File: src/rtl/rfr_pkg.sv
package rfr_pkg;
    typedef enum logic [1:0] {
        ST_IDLE = 2'd0,
        ST_HDR  = 2'd1,
        ST_OPEN = 2'd2
    } rfr_state_e;

    localparam logic [1:0] XT_ARRAY_RD = 2'd1;
    localparam int unsigned WORD_BYTES = 4;
endpackage

File: src/rtl/rfr_size_decode.sv
module rfr_size_decode (
    input  logic [1:0] size_code,
    output logic [2:0] size_bytes
);
    always_comb begin
        case (size_code)
            2'd0:    size_bytes = 3'd1;
            2'd1:    size_bytes = 3'd2;
            default: size_bytes = 3'd4;
        endcase
    end
endmodule

File: src/rtl/rfr_addr_track.sv
module rfr_addr_track #(
    parameter int AW = 32
) (
    input  logic [AW-1:0] acc_addr,
    input  logic [AW-1:0] exp_addr,
    input  logic          first_acc,
    input  logic [2:0]    acc_bytes,
    output logic          seq_hit,
    output logic          need_fetch,
    output logic [AW-1:0] next_addr,
    output logic [AW-1:0] word_addr
);
    assign seq_hit    = (acc_addr == exp_addr);
    assign need_fetch = first_acc || (acc_addr[1:0] == 2'b00);
    assign next_addr  = acc_addr + AW'(acc_bytes);
    assign word_addr  = {acc_addr[AW-1:2], 2'b00};
endmodule

File: src/rtl/rfr_top.sv
module rfr_top #(
    parameter int AW = 32
) (
    input  logic          clk,
    input  logic          rst_n,
    input  logic          bus_valid,
    input  logic [AW-1:0] bus_addr,
    input  logic [1:0]    bus_size,
    input  logic [1:0]    xfer_type,
    input  logic          hdr_done,
    input  logic          last_req,
    output logic          frame_start,
    output logic [AW-1:0] frame_addr,
    output logic          frame_end,
    output logic          data_req,
    output logic [2:0]    xfer_bytes,
    output logic [1:0]    lane_sel,
    output logic          bus_ready
);
    import rfr_pkg::*;

    typedef struct packed {
        rfr_state_e    st;
        logic [1:0]    ty;
        logic [AW-1:0] exp_addr;
        logic          first;
    } rfr_regs_t;

    rfr_regs_t r_q, r_d;

    logic [2:0]    acc_bytes;
    logic          seq_hit, need_fetch;
    logic [AW-1:0] next_addr, word_addr;
    logic          open_arr;

    rfr_size_decode u_size (
        .size_code (bus_size),
        .size_bytes(acc_bytes)
    );

    rfr_addr_track #(.AW(AW)) u_track (
        .acc_addr  (bus_addr),
        .exp_addr  (r_q.exp_addr),
        .first_acc (r_q.first),
        .acc_bytes (acc_bytes),
        .seq_hit   (seq_hit),
        .need_fetch(need_fetch),
        .next_addr (next_addr),
        .word_addr (word_addr)
    );

    assign open_arr = (r_q.ty == XT_ARRAY_RD);

    always_comb begin
        r_d         = r_q;
        frame_start = 1'b0;
        frame_end   = 1'b0;
        frame_addr  = bus_addr;
        data_req    = 1'b0;
        xfer_bytes  = 3'd0;
        lane_sel    = 2'd0;
        bus_ready   = 1'b0;
        case (r_q.st)
            ST_IDLE: begin
                if (bus_valid) begin
                    frame_start = 1'b1;
                    frame_addr  = (xfer_type == XT_ARRAY_RD) ? word_addr : bus_addr;
                    r_d.st       = ST_HDR;
                    r_d.ty       = xfer_type;
                    r_d.exp_addr = bus_addr;
                    r_d.first    = 1'b1;
                end
            end
            ST_HDR: begin
                if (hdr_done) r_d.st = ST_OPEN;
            end
            ST_OPEN: begin
                if (bus_valid && open_arr && !seq_hit) begin
                    frame_start  = 1'b1;
                    frame_end    = 1'b1;
                    frame_addr   = word_addr;
                    r_d.st       = ST_HDR;
                    r_d.exp_addr = bus_addr;
                    r_d.first    = 1'b1;
                end else begin
                    if (bus_valid) begin
                        bus_ready = 1'b1;
                        if (open_arr) begin
                            data_req     = need_fetch;
                            xfer_bytes   = 3'(WORD_BYTES);
                            lane_sel     = bus_addr[1:0];
                            r_d.exp_addr = next_addr;
                            r_d.first    = 1'b0;
                        end else begin
                            data_req   = 1'b1;
                            xfer_bytes = acc_bytes;
                        end
                    end
                    if (last_req) begin
                        frame_end = 1'b1;
                        r_d.st    = ST_IDLE;
                    end
                end
            end
            default: r_d.st = ST_IDLE;
        endcase
    end

    always_ff @(posedge clk or negedge rst_n) begin
        if (!rst_n) begin
            r_q.st       <= ST_IDLE;
            r_q.ty       <= 2'd0;
            r_q.exp_addr <= '0;
            r_q.first    <= 1'b0;
        end else begin
            r_q <= r_d;
        end
    end
endmodule

File: config.mk
export PLATFORM = sky130hd
export DESIGN_NAME = rfr_top
export DESIGN_NICKNAME = d
export VERILOG_FILES = /design/src/rtl/rfr_pkg.sv /design/src/rtl/rfr_size_decode.sv /design/src/rtl/rfr_addr_track.sv /design/src/rtl/rfr_top.sv
export SDC_FILE = /design/constraint.sdc
export NUM_CORES = 1
export LEC_CHECK = 0
export BUFFER_PORTS_ARGS = -buffer_cell sky130_fd_sc_hd__buf_2
export CORE_MARGIN = 5
export CORE_UTILIZATION = 25
export CTS_CLUSTER_SIZE = 20
export DETAILED_ROUTE_END_ITERATION = 12
export PLACE_DENSITY = 0.51
export SYNTH_ARGS = -nofsm -noshare
export SYNTH_HDL_FRONTEND = slang
export SYNTH_SLANG_ARGS = --single-unit
File: constraint.sdc
create_clock -name clk -period 1.75 [get_ports clk]
set_input_delay 0 -clock clk [delete_from_list [all_inputs] [get_ports clk]]
set_output_delay 0 -clock clk [all_outputs]
set_load 0.005 [all_outputs]
==> results_dict.tcl <==
set metrics [dict create \
    syn_inst 346 \
    period_minus_slack_ns 2.23 \
    finalCritPeriodShare 1.28 \
    start_util 0.256 \
    ys_warn_count 0 \
    critical_path_class "reg2out" \
    clk_pin_slew_ns 0.06 \
    grt_usage 0.131 \
    final_common_cell "buf_2" \
    design_power_total_w 0.00496 \
    yosys.cell_types.count 44 \
    grt_overflow 0 \
    final-seq-area_um2 926 \
    reg.largest.list "r_q (37)" \
    nets 503 \
    diodes 0 \
    row_count 39 \
    max_slew_margin 0.620 \
    placed_area_mm2 0.00380 \
    die_area_mm2 0.0140 \
    gp_congestion 0.829 \
    finalSetupViolCount 44 \
    dr.pass1.iters 4 \
    regMostFlops "r_q" \
    syn-num-nets 391 \
    violations "setup timing" \
    clock_tree.root_cell "clkbuf_16" \
    worst_pin_slew_ns 0.570 \
    max_cap_viol_count 0 \
    final_core_util 0.376 \
    power.density_mw_per_mm2 1150 \
    rsz0062_at_grt "yes" \
    synth-edff-count 0 \
    outcome "complete, but fails checks" \
    clkLatencyLatePin_ns 0.28 \
    wl_per_cell_um 15.6 \
    synth_area_per_cell_um2 8.50 \
    numCtsBuffers 5 \
    dp_hpwl_mm 7.32 \
    die_y_um 118 \
    whs_ns 0.0925 \
    largest_reg_flops 37 \
    hold_violations 0 \
    grt_max_degree 38 \
    multi_input_area_mm2 0.00208 \
    layout_common_cells "buf_2, buf_4, xnor2_1, nand2_1, dfrtp_1" \
    leakage_nw 1.83 \
    setup_tns_ns -16.64 \
    clk_path_buf_depth 2 \
    fill_cells 1169 \
    drc 0 \
    fmax_mhz 448 \
    ys_async_sr_fraction 1.00 \
    fin_area_mm2 0.00431 \
    critPathArrivalTime_ns 2.23 \
    vias 2813 \
    wl_mm 9.35 \
    hp-class "in2reg" \
    cts_sinks 37 \
    drt_iter0_drc 100 \
    r2r_slack_ns -0.47 \
    final_layout_size_suffix_gt1_frac 0.443 \
    vias_per_cell 4.68 \
    final.setup.worst_slack_ns -0.482 \
    die_w_um 118 \
    ioPinCount 82 \
    maxSlewViolCount 0 \
    synth_seq_area_share 0.315 \
    ir_drop_v 0.000531 \
    finalClockSkew_ns 0.00297 \
    antenna_found_initial 0 \
    synth_ff_type "dfrtp_1" \
    cts_tree "yes" \
    htreeDepth 2 \
    syn-cell-area_mm2 0.00294 \
    coreArea_mm2 0.0115 \
    port_buffers 81 \
    synthToLayoutAreaGrowth_pct 46.6 \
    critPathRequiredTime_ns 1.75 \
    startpoint_type "register" \
    grt_pass1_vias 2883 \
    ys_seq_elements 37 \
    path_max_fanout 5 \
    grt_first_pass_wirelength_mm 14.9 \
    ant_nets 0 \
    end_kind "primary output" \
]
-- critical path, cell delays in order (launching register included) --
cell and delay, ns:
dfrtp_1 0.40, xnor2_2 0.23, nand4_1 0.22, nor4_4 0.36, a21oi_4 0.12, buf_6 0.16
buf_6 0.11, a21oi_2 0.11, and2_1 0.13, buf_2 0.11
-- per-layer routing --
metal | global-route usage | part of all wire | vias up
met5 | 0 | 0 | -
met4 | 0.0326 | 0.011 | 0
met3 | 0.0224 | 0.054 | 6
met2 | 0.213 | 0.48 | 81
met1 | 0.181 | 0.45 | 1330
li1 | - | - | 1396
-- power breakdown --
part	total (W)	switching, W	internal (W)
logic	0.00247	0.00129	0.00118
registers	0.00159	0.000317	0.00128
clock network	0.000899	0.000339	0.000560
-- cells in the mapped netlist (2+ instances only) --
library cell,count,share of area
and3_1,6,0.013
o21ai_0,13,0.022
ha_1,3,0.013
and2_1,3,0.0064
xnor2_1,58,0.17
and4_1,5,0.015
o21ai_1,16,0.027
nand3_1,9,0.015
inv_1,4,0.0051
nor4b_2,2,0.010
buf_4,30,0.077
nand4_1,17,0.036
nor2b_1,3,0.0064
buf_6,2,0.0077
clkbuf_1,11,0.014
a221o_1,2,0.0068
dfrtp_1,37,0.31
xor2_1,2,0.0060
nor4_2,6,0.026
nand2b_1,4,0.0085
nand2_1,42,0.054
a21o_1,4,0.010
nor3b_1,2,0.0051
a31oi_1,2,0.0043
nor3_1,6,0.010
nor2_1,27,0.034
mux2_2,2,0.0077
a21oi_1,5,0.0085
nor4_1,8,0.017
-- metrics by stage --
stage / setup slack, ns / instances
after floorplan: -0.0934 / 346
after global placement: -0.562 / 587
after detailed placement: -0.583 / 587
after CTS: -0.430 / 600
after global routing: -0.590 / 601
final: -0.482 / 601
-- cell families after synthesis --
| group | count (synthesis) | share of synthesized area |
|---|---|---|
| AOI/OAI and AO/OA | 47 | 0.0945 |
| xor gates and xnor gates | 60 | 0.179 |
| adders and majority gates | 4 | 0.0196 |
| buffers and inverters | 48 | 0.105 |
| DFF | 37 | 0.315 |
| muxes | 3 | 0.0111 |
| and+or+nand+nor | 147 | 0.276 |
-- final timing paths --
kind                              start            end  cells after the start
max                             r_q[26]  frame_addr[0]                      9
min                        bus_addr[17]        r_q[18]                      3
max reg2reg                     r_q[26]        r_q[24]                      8
min reg2reg                     r_q[22]        r_q[22]                      2
max in group asynchronous         rst_n        r_q[16]                      3
min in group asynchronous         rst_n        r_q[33]                      3
-- cell type report --
cell class              instances  share of cell area
inverters                       4             0.00348
repair buffers                149               0.225
flip-flops and latches         37               0.215
multi-input cells             261               0.482
clock buffers                   7              0.0331
well taps                     143              0.0415
-- repair_timing --
action                                 4_1_cts  5_1_grt
resized for setup                           41       17
pin swaps                                   28        8
hold buffers                                 4        0
buffers inserted                             2        2
setup endpoints to repair                   44       44
endpoints found under the hold margin       40        0
Power figures use the tool's default switching activity.
